$ cat src/rtl/wlan_pwrup_pkg.sv
package wlan_pwrup_pkg;

    // Register offsets inside the shim window
    localparam int MISC_OFS = 'h00;
    localparam int MAC_OFS  = 'h10;

    // Misc control bit positions
    localparam int MISC_FORCE_CLK_BIT = 2;
    localparam int MISC_SOFT_RST_BIT  = 0;

    // MAC control bit positions
    localparam int MAC_FGC_BIT    = 1;
    localparam int MAC_CLK_EN_BIT = 0;

    typedef enum logic [3:0] {
        ST_IDLE,
        ST_CLK_WAIT,
        ST_RST_HOLD,
        ST_WR_MISC_ON,
        ST_SR_WAIT,
        ST_WR_MAC_ON,
        ST_WR_SR_OFF,
        ST_WR_FC_OFF,
        ST_WR_FGC_OFF,
        ST_DONE
    } seq_state_e;

endpackage

$ cat src/rtl/pwrup_wait_timer.sv
module pwrup_wait_timer #(
    parameter int CNT_W = 8
) (
    input  logic             clk,
    input  logic             rst,
    input  logic             load_i,
    input  logic [CNT_W-1:0] len_i,
    input  logic             dec_i,
    output logic             zero_o
);
    logic [CNT_W-1:0] cnt_d, cnt_q;

    always_comb begin
        cnt_d = cnt_q;
        if (load_i) begin
            cnt_d = len_i;
        end else if (dec_i && cnt_q != '0) begin
            cnt_d = cnt_q - 1'b1;
        end
    end

    always_ff @(posedge clk) begin
        if (rst) begin
            cnt_q <= '0;
        end else begin
            cnt_q <= cnt_d;
        end
    end

    assign zero_o = (cnt_q == '0);

endmodule

$ cat src/rtl/pwrup_wr_master.sv
module pwrup_wr_master #(
    parameter int ADDR_W = 32,
    parameter int DATA_W = 32
) (
    input  logic              clk,
    input  logic              rst,
    input  logic              issue_i,
    input  logic [ADDR_W-1:0] addr_i,
    input  logic [DATA_W-1:0] data_i,
    input  logic              wr_ready_i,
    output logic              wr_en_o,
    output logic [ADDR_W-1:0] wr_addr_o,
    output logic [DATA_W-1:0] wr_data_o,
    output logic              ack_o
);
    typedef struct packed {
        logic              req;
        logic [ADDR_W-1:0] addr;
        logic [DATA_W-1:0] data;
    } wr_reg_t;

    wr_reg_t wr_d, wr_q;

    assign ack_o = wr_q.req && wr_ready_i;

    always_comb begin
        wr_d = wr_q;
        if (issue_i) begin
            wr_d.req  = 1'b1;
            wr_d.addr = addr_i;
            wr_d.data = data_i;
        end else if (ack_o) begin
            wr_d.req  = 1'b0;
        end
    end

    always_ff @(posedge clk) begin
        if (rst) begin
            wr_q <= '0;
        end else begin
            wr_q <= wr_d;
        end
    end

    assign wr_en_o   = wr_q.req;
    assign wr_addr_o = wr_q.addr;
    assign wr_data_o = wr_q.data;

endmodule

$ cat src/rtl/wlan_pwrup_seq.sv
module wlan_pwrup_seq
    import wlan_pwrup_pkg::*;
#(
    parameter int              ADDR_W        = 32,
    parameter int              DATA_W        = 32,
    parameter logic [ADDR_W-1:0] BASE_ADDR   = '0,
    parameter int              CYCLES_PER_MS = 250000,
    parameter int              SETTLE_MS     = 10,
    parameter int              HOLD_MS       = 1
) (
    input  logic              clk,
    input  logic              rst,
    input  logic              start_i,
    output logic              ocp_clk_en_o,
    output logic              shim_bus_rst_o,
    output logic              shim_rst_o,
    output logic [ADDR_W-1:0] wr_addr_o,
    output logic [DATA_W-1:0] wr_data_o,
    output logic              wr_en_o,
    input  logic              wr_ready_i,
    output logic              busy_o,
    output logic              done_o
);
    localparam int SETTLE_CYC = SETTLE_MS * CYCLES_PER_MS;
    localparam int HOLD_CYC   = HOLD_MS * CYCLES_PER_MS;
    localparam int MAX_CYC    = (SETTLE_CYC > HOLD_CYC) ? SETTLE_CYC : HOLD_CYC;
    localparam int CNT_W      = (MAX_CYC > 1) ? $clog2(MAX_CYC) : 1;
    localparam logic [CNT_W-1:0] SETTLE_LEN = CNT_W'(SETTLE_CYC - 1);
    localparam logic [CNT_W-1:0] HOLD_LEN   = CNT_W'(HOLD_CYC - 1);
    localparam logic [ADDR_W-1:0] MISC_ADDR = BASE_ADDR + ADDR_W'(MISC_OFS);
    localparam logic [ADDR_W-1:0] MAC_ADDR  = BASE_ADDR + ADDR_W'(MAC_OFS);

    typedef struct packed {
        seq_state_e        state;
        logic              clk_en;
        logic              bus_rst;
        logic              core_rst;
        logic              done;
        logic [DATA_W-1:0] misc;
        logic [DATA_W-1:0] mac;
    } seq_reg_t;

    seq_reg_t          seq_d, seq_q;
    logic              tmr_load, tmr_dec, tmr_zero;
    logic [CNT_W-1:0]  tmr_len;
    logic              wr_issue, wr_ack;
    logic [ADDR_W-1:0] wr_addr_n;
    logic [DATA_W-1:0] wr_data_n;

    pwrup_wait_timer #(.CNT_W(CNT_W)) u_timer (
        .clk    (clk),
        .rst    (rst),
        .load_i (tmr_load),
        .len_i  (tmr_len),
        .dec_i  (tmr_dec),
        .zero_o (tmr_zero)
    );

    pwrup_wr_master #(.ADDR_W(ADDR_W), .DATA_W(DATA_W)) u_wr (
        .clk        (clk),
        .rst        (rst),
        .issue_i    (wr_issue),
        .addr_i     (wr_addr_n),
        .data_i     (wr_data_n),
        .wr_ready_i (wr_ready_i),
        .wr_en_o    (wr_en_o),
        .wr_addr_o  (wr_addr_o),
        .wr_data_o  (wr_data_o),
        .ack_o      (wr_ack)
    );

    always_comb begin
        seq_d     = seq_q;
        tmr_load  = 1'b0;
        tmr_len   = '0;
        tmr_dec   = 1'b0;
        wr_issue  = 1'b0;
        wr_addr_n = MISC_ADDR;
        wr_data_n = '0;
        unique case (seq_q.state)
            ST_IDLE, ST_DONE: begin
                if (start_i) begin
                    seq_d.state    = ST_CLK_WAIT;
                    seq_d.clk_en   = 1'b1;
                    seq_d.bus_rst  = 1'b1;
                    seq_d.core_rst = 1'b1;
                    seq_d.done     = 1'b0;
                    seq_d.misc     = '0;
                    seq_d.mac      = '0;
                    tmr_load       = 1'b1;
                    tmr_len        = SETTLE_LEN;
                end
            end
            ST_CLK_WAIT: begin
                if (tmr_zero) begin
                    seq_d.state = ST_RST_HOLD;
                    tmr_load    = 1'b1;
                    tmr_len     = HOLD_LEN;
                end else begin
                    tmr_dec = 1'b1;
                end
            end
            ST_RST_HOLD: begin
                if (tmr_zero) begin
                    seq_d.state    = ST_WR_MISC_ON;
                    seq_d.bus_rst  = 1'b0;
                    seq_d.core_rst = 1'b0;
                    seq_d.misc[MISC_FORCE_CLK_BIT] = 1'b1;
                    seq_d.misc[MISC_SOFT_RST_BIT]  = 1'b1;
                    wr_issue  = 1'b1;
                    wr_addr_n = MISC_ADDR;
                    wr_data_n = seq_d.misc;
                end else begin
                    tmr_dec = 1'b1;
                end
            end
            ST_WR_MISC_ON: begin
                if (wr_ack) begin
                    seq_d.state = ST_SR_WAIT;
                    tmr_load    = 1'b1;
                    tmr_len     = HOLD_LEN;
                end
            end
            ST_SR_WAIT: begin
                if (tmr_zero) begin
                    seq_d.state = ST_WR_MAC_ON;
                    seq_d.mac[MAC_FGC_BIT]    = 1'b1;
                    seq_d.mac[MAC_CLK_EN_BIT] = 1'b1;
                    wr_issue  = 1'b1;
                    wr_addr_n = MAC_ADDR;
                    wr_data_n = seq_d.mac;
                end else begin
                    tmr_dec = 1'b1;
                end
            end
            ST_WR_MAC_ON: begin
                if (wr_ack) begin
                    seq_d.state = ST_WR_SR_OFF;
                    seq_d.misc[MISC_SOFT_RST_BIT] = 1'b0;
                    wr_issue  = 1'b1;
                    wr_addr_n = MISC_ADDR;
                    wr_data_n = seq_d.misc;
                end
            end
            ST_WR_SR_OFF: begin
                if (wr_ack) begin
                    seq_d.state = ST_WR_FC_OFF;
                    seq_d.misc[MISC_FORCE_CLK_BIT] = 1'b0;
                    wr_issue  = 1'b1;
                    wr_addr_n = MISC_ADDR;
                    wr_data_n = seq_d.misc;
                end
            end
            ST_WR_FC_OFF: begin
                if (wr_ack) begin
                    seq_d.state = ST_WR_FGC_OFF;
                    seq_d.mac[MAC_FGC_BIT] = 1'b0;
                    wr_issue  = 1'b1;
                    wr_addr_n = MAC_ADDR;
                    wr_data_n = seq_d.mac;
                end
            end
            ST_WR_FGC_OFF: begin
                if (wr_ack) begin
                    seq_d.state = ST_DONE;
                    seq_d.done  = 1'b1;
                end
            end
            default: begin
                seq_d.state = ST_IDLE;
            end
        endcase
    end

    always_ff @(posedge clk) begin
        if (rst) begin
            seq_q.state    <= ST_IDLE;
            seq_q.clk_en   <= 1'b0;
            seq_q.bus_rst  <= 1'b1;
            seq_q.core_rst <= 1'b1;
            seq_q.done     <= 1'b0;
            seq_q.misc     <= '0;
            seq_q.mac      <= '0;
        end else begin
            seq_q <= seq_d;
        end
    end

    assign ocp_clk_en_o   = seq_q.clk_en;
    assign shim_bus_rst_o = seq_q.bus_rst;
    assign shim_rst_o     = seq_q.core_rst;
    assign done_o         = seq_q.done;
    assign busy_o         = (seq_q.state != ST_IDLE) && (seq_q.state != ST_DONE);

endmodule

$ cat config.mk
export PLATFORM = sky130hd
export DESIGN_NAME = wlan_pwrup_seq
export DESIGN_NICKNAME = d
export VERILOG_FILES = /design/src/rtl/wlan_pwrup_pkg.sv /design/src/rtl/pwrup_wait_timer.sv /design/src/rtl/pwrup_wr_master.sv /design/src/rtl/wlan_pwrup_seq.sv
export SDC_FILE = /design/constraint.sdc
export NUM_CORES = 1
export LEC_CHECK = 0
export BUFFER_PORTS_ARGS = -buffer_cell sky130_fd_sc_hd__buf_2
export CORE_MARGIN = 2
export CORE_UTILIZATION = 45
export CTS_BUF_LIST = sky130_fd_sc_hd__clkbuf_4
export CTS_CLUSTER_DIAMETER = 100
export DETAILED_ROUTE_END_ITERATION = 10
export PLACE_DENSITY = 0.83
export SKIP_LAST_GASP = 1
export SLEW_MARGIN = 20
export SYNTH_ARGS = -nofsm -noshare
export SYNTH_HDL_FRONTEND = slang
export SYNTH_SLANG_ARGS = --single-unit
$ cat constraint.sdc
create_clock -name clk -period 2.7 [get_ports clk]
set_input_delay 0.405 -clock clk [delete_from_list [all_inputs] [get_ports clk]]
set_output_delay 0.405 -clock clk [all_outputs]
set_load 0.005 [all_outputs]
==> results of run 1 <==
==> per-layer routing <==
layer	vias to the layer above	GRT usage, %
met5	-	0
met1	911	21.33
li1	979	-
met4	0	6.071
met3	12	3.140
met2	97	25.57
==> worst min-delay path by stage <==
stage | from | end | slack, ns
floorplan | seq_q[0] | seq_q[0] | 0.43
global placement | u_wr.wr_addr_o[4] | u_wr.wr_addr_o[4] | 0.44
detailed placement | u_wr.wr_addr_o[4] | u_wr.wr_addr_o[4] | 0.45
CTS | wr_ready_i | u_wr.wr_en_o | 0.34
global route | wr_ready_i | u_wr.wr_en_o | 0.37
finish | wr_ready_i | u_wr.wr_en_o | 0.34
==> sequential cells by signal (all words and copies together) (netlist names) <==
signal and count:
ocp_clk_en_o 1, u_wr.wr_addr_o 1, u_wr.wr_en_o 1, u_timer.cnt_q 22, seq_q 7, u_wr.wr_data_o 3
shim_bus_rst_o 1, done_o 1
==> power by group <==
group	internal, mW	switching, mW	total (mW)
Clock	0.0904	0.183	0.274
Combinational	0.424	0.578	1.00
Sequential	0.648	0.125	0.773
Total	1.16	0.887	2.05
==> tightest hold or removal path, cell delays in order <==
cell	delay, ns
buf_2	0.10
nand2b_1	0.09
a21oi_1	0.06
==> metrics by stage <==
| step | hold WS [ns] | cell area, um^2 | cells | total power, mW | worst slack [ns] |
|---|---|---|---|---|---|
| after floorplan | 0.4316 | 2658 | 362 | 1.547 | 0.5624 |
| after global placement | 0.4445 | 2400 | 385 | 1.749 | 0.4169 |
| after detailed placement | 0.4518 | 2400 | 385 | 1.764 | 0.4128 |
| after CTS | 0.3411 | 2442 | 391 | 2.037 | 0.3726 |
| after global routing | 0.3714 | 2442 | 391 | 2.193 | 0.1778 |
| final | 0.3438 | 2442 | 391 | 2.049 | 0.3474 |
==> area by class of cell <==
cell class                 instances  area (um^2)
clock inverter                     1        5.005
timing repair buffer              26        162.7
sequential                        37        740.7
fill                             517         2730
tap                               70        87.58
multi-input combinational        247         1390
inverter                           5        18.77
clock buffer                       5        37.54
==> layout by cell type (no fill, tap or decap), types with 3 or more instances in the layout <==
cell / n
conb_1: 60
a21oi_1: 20
nand3_1: 15
o211ai_1: 3
nor2_1: 24
o21a_1: 3
nor3_1: 13
xor2_1: 10
o21ai_0: 6
or3_1: 3
dfxtp_1: 37
or2_2: 5
nand4b_1: 3
nand2_1: 21
clkbuf_4: 5
buf_2: 13
inv_1: 5
nand2b_1: 6
xnor2_1: 4
nand3b_1: 3
a31oi_1: 5
buf_4: 13
nand4_1: 3
nor4_2: 4
and3_1: 3
==> cell families (layout without fill, tap and decap cells) <==
logic type	after synthesis	in the layout	synth area share, %
buffers and inverters	78	37	21.62
multiplexers	1	1	0.4109
flip-flops	37	37	30.41
AO/OA/AOI/OAI	53	53	14.12
adder cells (fa/ha/maj)	2	2	1.027
XOR/XNOR	14	14	5.033
other	1	60	0.1539
AND/OR/NAND/NOR	117	117	27.22
==> impl_metrics.py, run 1 <==
metrics = {
    "synthesis": {
        "ys_seq_area_share_pct": 30.41,
        "synth-edff-count": 0,
        "netlist_area_mm2": 0.002436,
        "yosys_warnings": 0,
        "yosysUniqueCellTypes": 51,
        "syn_avg_cell_area_um2": 8.040,
        "ys_dominant_reg_cell": "dfxtp_1",
        "ys_seq_elements": 37,
        "yosys-top-cells-count": "buf_4, dfxtp_1, nor2_1, nand2_1, a21oi_1",
        "synth_top_cell_by_area": "dfxtp_1",
        "synth_area_leaders": "dfxtp_1, buf_4, a21oi_1, nor2_1, xor2_1",
        "async_flop_share_pct": 0,
        "synth_top_area_share_pct": 30.41,
        "syn_inst": 303,
        "yosysMostFrequentCell": "buf_4",
    },
    "layout": {
        "drive_above_1_share_pct": 14.33,
        "utilization_pct": 47.22,
        "nets": 328,
        "area_growth_pct": 0.2567,
        "diodes": 0,
    },
    "critical_path": {
        "worstSetupPathType": "reg2reg",
        "critPathMaxStageDelay_ns": 0.59,
        "cp-end-kind": "flop",
        "reg2regPathDepth": 6,
        "reg2reg_setup_slack_ns": 0.35,
        "critical_path_peak_fanout": 12,
        "crit_chain": "nor2_1 -> and3_1 -> and4_4 -> nor2_1 -> nand2_1 -> a21oi_1",
        "crit_required_ns": 2.98,
        "crit_buf_inv": 0,
        "arrival_ns": 2.63,
        "r2r-start": "seq_q[70]",
        "cp-start-kind": "flop",
        "slowest_stage": "dfxtp_1",
        "worst-path-stages": 6,
        "critPathTopFamily": "simple AND/OR/NAND/NOR gates",
        "crit_end": "u_timer.cnt_q[19]",
        "r2r_end": "u_timer.cnt_q[19]",
        "crit_top_cell": "nor2_1",
        "critPathLaunch": "seq_q[70]",
    },
    "sta": {
        "slew_headroom_pct": 52.53,
        "fin_crit_sh_pct": 87.13,
        "timing.final.max_slew_violations": 0,
        "setup_viol": 0,
        "fin_worst_skew_ns": 0.01240,
        "rsz0062_at_grt": "false",
        "timing.fmax_ghz": 0.4251,
        "tightest_slew_ns": 0.7094,
        "finalHoldViolations": 0,
        "min_period_ns": 2.353,
        "setup-tns-final_ns": 0,
    },
    "die": {
        "dieWidth_um": 77.58,
        "dieHeight_um": 77.58,
        "coreArea_mm2": 0.005172,
        "dieArea_mm2": 0.006018,
        "ios": 74,
        "rows": 26,
        "start_util_pct": 47.10,
    },
    "power_and_ir_drop": {
        "power_leakage_nw": 1.002,
        "vdd_ir_drop_max_v": 0.0006414,
        "pwr_density_cell_mw_per_mm2": 838.8,
    },
    "clock_tree": {
        "hold_buffers": 0,
        "cts-root-buf": "clkbuf_4",
        "post_cts_buffers": 0,
        "clk_path_buf_depth": 2,
        "clkTransAtPathRegs_ns": 0.10,
        "cts_tree": "built",
        "clk_latency_ns": 0.35,
        "cts_resized": 0,
        "cts.sinks": 37,
        "htreeDepth": 2,
        "numCtsBuffers": 5,
    },
    "status": {
        "status": "complete, no violations",
    },
    "global_routing": {
        "grt_max_degree": 30,
        "grt_pass1_wl_um": 7845,
        "grt-ovfl-total": 0,
        "track_usage_pct": 16.00,
        "antenna_found_initial": 0,
        "grt_pass1_vias": 1724,
    },
    "placement": {
        "hpwlAfterDp_um": 3606,
        "gp_congestion": 0.9249,
        "portBuffers": 13,
    },
    "detailed_routing": {
        "wl_met2_um": 2195,
        "wl_per_cell_um": 12.36,
        "first_iter_violations": 82,
        "highest_layer": "met4",
        "wl_um": 4834,
        "drc": 0,
        "wl_met3_um": 388,
        "wl_met1_um": 2164,
        "viasPerCell": 5.113,
        "vias": 1999,
        "first_pass_iters": 4,
        "ant_nets": 0,
    },
    "min_path": {
        "min_path_type": "in2reg",
        "hold_depth": 3,
    },
    "job": {
        "drv_cap": 0,
    },
}
(Power assumes the default switching activity.)
==> run 2: changes to the inputs <==
- PLACE_DENSITY: 0.83 -> 0.78
- SYNTH_HIERARCHICAL: default -> 1
==> impl_metrics.py, run 2 <==
metrics = {
    "critical_path": {
        "critPathTopFamily": "simple AND/OR/NAND/NOR gates",
        "crit_buf_inv": 1,
        "cp-start-kind": "flop",
        "crit_required_ns": 3.05,
        "critPathMaxStageDelay_ns": 0.47,
        "worstSetupPathType": "reg2reg",
        "cp-end-kind": "flop",
        "crit_top_cell": "or3_4",
        "r2r_end": "seq_q[71]",
        "reg2regPathDepth": 8,
        "slowest_stage": "or4_4",
        "critical_path_peak_fanout": 5,
        "r2r-start": "u_timer/cnt_q[16]",
        "reg2reg_setup_slack_ns": -0.008,
        "crit_chain": "or3_4 -> or4_4 -> nor3_4 -> buf_4 -> nor4b_1 -> o31a_1 -> or3_4 -> o221a_1",
        "arrival_ns": 3.06,
    },
    "synthesis": {
        "yosys-top-cells-count": "dfxtp_1, nor2_1, mux2i_1, nand2_1, a21oi_1",
        "yosys_warnings": 6,
        "ys_dominant_reg_cell": "dfxtp_1",
        "synth-edff-count": 0,
        "synth_top_cell_by_area": "dfxtp_1",
        "synth_top_area_share_pct": 43.46,
        "syn_inst": 475,
        "syn_avg_cell_area_um2": 9.406,
        "ys_seq_elements": 97,
        "ys_seq_area_share_pct": 43.46,
        "netlist_area_mm2": 0.004468,
        "async_flop_share_pct": 0,
        "synth_area_leaders": "dfxtp_1, mux2i_1, nor2_1, buf_12, a211oi_1",
        "yosysUniqueCellTypes": 61,
    },
    "clock_tree": {
        "cts.sinks": 97,
        "cts-root-buf": "clkbuf_4",
        "cts_tree": "built",
        "clk_path_buf_depth": 2,
        "numCtsBuffers": 9,
        "clkTransAtPathRegs_ns": 0.17,
        "hold_buffers": 0,
        "htreeDepth": 3,
        "clk_latency_ns": 0.46,
    },
    "sta": {
        "layout_setup_ws_ns": -0.008400,
        "setup_viol": 1,
        "rsz0062_at_grt": "true",
        "tightest_slew_ns": 0.7429,
        "fin_crit_sh_pct": 100.3,
        "timing.fmax_ghz": 0.3692,
        "min_period_ns": 2.708,
        "fin_worst_skew_ns": 0.02761,
        "finalHoldViolations": 0,
        "timing.final.max_slew_violations": 0,
        "slew_headroom_pct": 50.01,
    },
    "detailed_routing": {
        "wl_um": 10340,
        "first_pass_iters": 5,
        "first_iter_violations": 285,
        "vias": 3964,
        "ant_nets": 0,
        "drc": 0,
        "wl_per_cell_um": 13.26,
        "viasPerCell": 5.082,
    },
    "status": {
        "status": "finished with violations",
        "violations": "setup timing",
    },
    "min_path": {
        "min_from": "wr_ready_i",
        "whs_endpoint": "u_wr/wr_en_o",
        "hold_depth": 3,
        "min_path_type": "in2reg",
    },
    "power_and_ir_drop": {
        "vdd_ir_drop_max_v": 0.0004946,
        "power_leakage_nw": 2.302,
        "pwr_density_cell_mw_per_mm2": 830.7,
        "finalPower_mw": 4.718,
    },
    "layout": {
        "finalInstanceArea_mm2": 0.005679,
        "drive_above_1_share_pct": 26.47,
        "nets": 646,
        "layout_commonest_cell": "nor2_1",
        "area_growth_pct": 27.11,
        "final_cell_mix": "nor2_1, dfxtp_1, buf_2",
    },
    "global_routing": {
        "antenna_found_initial": 1,
        "grt-ovfl-total": 0,
        "grt_pass1_vias": 3785,
        "grt_max_degree": 38,
        "track_usage_pct": 19.00,
        "grt_pass1_wl_um": 17070,
    },
    "die": {
        "dieWidth_um": 103.6,
        "dieArea_mm2": 0.01074,
        "coreArea_mm2": 0.009684,
        "dieHeight_um": 103.6,
        "ios": 74,
        "rows": 36,
        "start_util_pct": 46.14,
    },
    "placement": {
        "gp_congestion": 0.8773,
        "post_dp_cell_area_mm2": 0.005365,
        "hpwlAfterDp_um": 7275,
        "portBuffers": 73,
    },
    "job": {
        "drv_cap": 0,
    },
}
[run 2: power by group]
part           total, mW  internal (mW)  leakage [nW]  switching [mW]
Sequential          1.75           1.60         0.789           0.151
Combinational       2.15          0.971          1.44            1.18
Clock              0.812          0.304        0.0751           0.509
Total               4.72           2.88          2.30            1.84
[run 2: timing repair]
item,in CTS,in global routing
gates resized for setup,3,18
setup buffers,0,10
endpoints found under the setup margin,8,83
gates cloned,0,1
pin swaps,0,5
[run 2: layout make-up]
cell class | count | area [um^2]
clock inverter | 6 | 73.82
antenna | 1 | 2.502
sequential | 97 | 1951
clock buffer | 10 | 75.07
tap | 133 | 166.4
fill | 806 | 4005
timing repair buffer | 122 | 800.8
multi-input combinational | 403 | 2580
inverter | 8 | 30.03
[run 2: cell families after synthesis]
family                     synth area share, %
AOI/OAI and AO/OA                        11.71
adders and majority gates               0.2800
muxes                                    15.26
buffers and inverters                    6.273
DFF                                      43.46
other                                  0.08393
and+or+nand+nor                          20.22
xor gates and xnor gates                 2.717
[run 2: worst min-delay path, delay by kind of cell]
family                 cells  cell delay, ns
AO/OA/AOI/OAI              1            0.06
buffers and inverters      1            0.08
AND/OR/NAND/NOR            1            0.09
[run 2: per-stage QoR]
step	hold slack [ns]	cells	setup TNS, ns	utilization (%)	setup WS, ns
floorplan	0.4607	540	-0.01118	-	-0.01118
global placement	0.4483	753	0	55.40	0.08527
detailed placement	0.4600	753	-0.2408	55.40	-0.07306
CTS	0.2073	769	-0.006497	57.12	-0.004035
global route	0.2456	780	-1.194	58.64	-0.08189
finish	0.2285	780	-0.008400	58.64	-0.008400
[run 2: worst max-delay path by stage]
stage	from	end	slack [ns]	cells after the start
2_1_floorplan	u_timer/cnt_q[0]	u_timer/cnt_q[15]	-0.01	9
4_1_cts	u_timer/cnt_q[0]	u_timer/cnt_q[9]	-0.004	10
3_3_place_gp	u_timer/cnt_q[0]	u_timer/cnt_q[17]	0.09	10
5_1_grt	u_timer/cnt_q[16]	seq_q[71]	-0.08	8
3_5_place_dp	u_timer/cnt_q[1]	u_timer/cnt_q[19]	-0.07	10
6_report	u_timer/cnt_q[16]	seq_q[71]	-0.008	8
[run 2: routing by layer]
metal	routed length, um	vias up	GRT usage [%]
met4	198	0	6.660
li1	-	1958	-
met5	0	-	0
met3	474	20	4.279
met2	5123	121	33.11
met1	4548	1865	23.07
==> run 3: changes to the inputs <==
- CTS_BUF_LIST: sky130_fd_sc_hd__clkbuf_4 -> sky130_fd_sc_hd__clkbuf_8
==> impl_metrics.py, run 3 (same netlist as run 2, synthesis figures left out) <==
metrics = {
    "sta": {
        "min_period_ns": 2.685,
        "setup_viol": 0,
        "timing.fmax_ghz": 0.3724,
        "finalHoldViolations": 0,
        "rsz0062_at_grt": "true",
        "fin_worst_skew_ns": 0.01729,
        "hold_ws_ns": 0.3181,
        "fin_crit_sh_pct": 99.45,
        "slew_headroom_pct": 49.03,
        "timing.final.max_slew_violations": 0,
        "tightest_slew_ns": 0.7576,
    },
    "die": {
        "rows": 36,
        "dieWidth_um": 103.6,
        "dieHeight_um": 103.6,
        "coreArea_mm2": 0.009684,
        "ios": 74,
        "dieArea_mm2": 0.01074,
        "start_util_pct": 46.14,
    },
    "layout": {
        "final_cell_mix": "nor2_1, dfxtp_1, buf_2",
        "drive_above_1_share_pct": 25.55,
        "utilization_pct": 58.86,
        "fin_cells": 775,
        "finalInstanceArea_mm2": 0.005700,
        "diodes": 0,
        "fillerInstances": 794,
        "area_growth_pct": 27.58,
        "nets": 642,
        "layout_commonest_cell": "nor2_1",
    },
    "clock_tree": {
        "htreeDepth": 3,
        "clkTransAtPathRegs_ns": 0.10,
        "clk_path_buf_depth": 2,
        "cts_tree": "built",
        "cts-root-buf": "clkbuf_8",
        "cts.sinks": 97,
        "hold_buffers": 0,
        "clk_latency_ns": 0.37,
        "numCtsBuffers": 9,
    },
    "detailed_routing": {
        "first_pass_iters": 5,
        "vias": 3985,
        "wl_per_cell_um": 13.49,
        "wl_um": 10450,
        "drc": 0,
        "viasPerCell": 5.142,
        "first_iter_violations": 258,
        "ant_nets": 0,
    },
    "placement": {
        "hpwlAfterDp_um": 7275,
        "portBuffers": 73,
        "dp_cells": 753,
        "gp_congestion": 0.8773,
        "post_dp_cell_area_mm2": 0.005365,
    },
    "global_routing": {
        "track_usage_pct": 19.04,
        "grt_pass1_vias": 3826,
        "grt-ovfl-total": 0,
        "antenna_found_initial": 0,
        "grt_pass1_wl_um": 17160,
        "grt_max_degree": 38,
    },
    "min_path": {
        "min_from": "wr_ready_i",
        "hold_depth": 3,
        "min_path_type": "in2reg",
        "whs_endpoint": "u_wr/wr_en_o",
    },
    "critical_path": {
        "r2r_end": "u_timer/cnt_q[15]",
        "reg2reg_setup_slack_ns": 0.01,
        "r2r-start": "u_timer/cnt_q[0]",
        "cp-start-kind": "flop",
        "cp-end-kind": "flop",
        "worstSetupPathType": "reg2reg",
        "crit_required_ns": 2.98,
        "arrival_ns": 2.97,
        "reg2regPathDepth": 9,
        "critical_path_peak_fanout": 5,
    },
    "power_and_ir_drop": {
        "vdd_ir_drop_max_v": 0.0005876,
        "pwr_density_cell_mw_per_mm2": 845.0,
        "finalPower_mw": 4.817,
        "power_leakage_nw": 2.309,
    },
    "status": {
        "status": "complete, no violations",
    },
    "job": {
        "drv_cap": 0,
    },
}
[run 3: cell count changes in the layout (fill, tap and decap cells not counted), sizes merged]
cell,change
inv,+1
clkbuf,-1
buf,-4
diode,-1
[run 3: critical path, cell delays in order (launching register included)]
cell      delay, ns
dfxtp_2        0.36
inv_1          0.07
ha_1           0.25
nand2_2        0.11
nor3_4         0.06
or2_2          0.31
a311oi_4       0.35
o31ai_4        0.14
or4b_2         0.65
a311oi_1       0.29
[run 3: power by group]
group / total [mW] / internal, mW / switching [mW]
registers: 1.77 / 1.60 / 0.167
logic: 2.09 / 0.930 / 1.16
clock network: 0.963 / 0.436 / 0.527
[run 3: layout make-up]
| class | instances | area, um^2 | share of cell area (%) |
|---|---|---|---|
| inverter | 8 | 30.03 | 0.5268 |
| tap | 133 | 166.4 | 2.919 |
| sequential | 97 | 1947 | 34.15 |
| multi-input combinational | 403 | 2575 | 45.17 |
| timing repair buffer | 118 | 780.7 | 13.70 |
| clock inverter | 7 | 77.57 | 1.361 |
| clock buffer | 9 | 123.9 | 2.173 |
[run 3: repair_timing]
item                       in CTS  in global routing
setup endpoints to repair       8                 82
pin swaps                       0                  2
setup buffers                   0                  6
resized for setup               2                 17
[run 3: how the worst max path moves through the flow]
stage	startpoint	end	slack, ns	cells after the start
2_1_floorplan	u_timer/cnt_q[0]	u_timer/cnt_q[15]	-0.01	9
3_3_place_gp	u_timer/cnt_q[0]	u_timer/cnt_q[17]	0.09	10
3_5_place_dp	u_timer/cnt_q[1]	u_timer/cnt_q[19]	-0.07	10
4_1_cts	u_timer/cnt_q[17]	seq_q[71]	-0.01	8
5_1_grt	u_timer/cnt_q[16]	u_timer/cnt_q[1]	-0.07	10
6_report	u_timer/cnt_q[0]	u_timer/cnt_q[15]	0.01	9
[run 3: layer usage]
metal / vias to the layer above / wire, um / track usage [%]
met3: 26 / 564 / 3.839
met5: - / 0 / 0
met1: 1858 / 4600 / 22.90
li1: 1952 / - / -
met4: 0 / 224 / 8.398
met2: 149 / 5063 / 32.92
[run 3: stage by stage]
stage	setup WS (ns)	TNS (ns)
2_1_floorplan	-0.01118	-0.01118
3_3_place_gp	0.08527	0
3_5_place_dp	-0.07306	-0.2408
4_1_cts	-0.009536	-0.009536
5_1_grt	-0.07382	-0.6156
6_report	0.01486	0
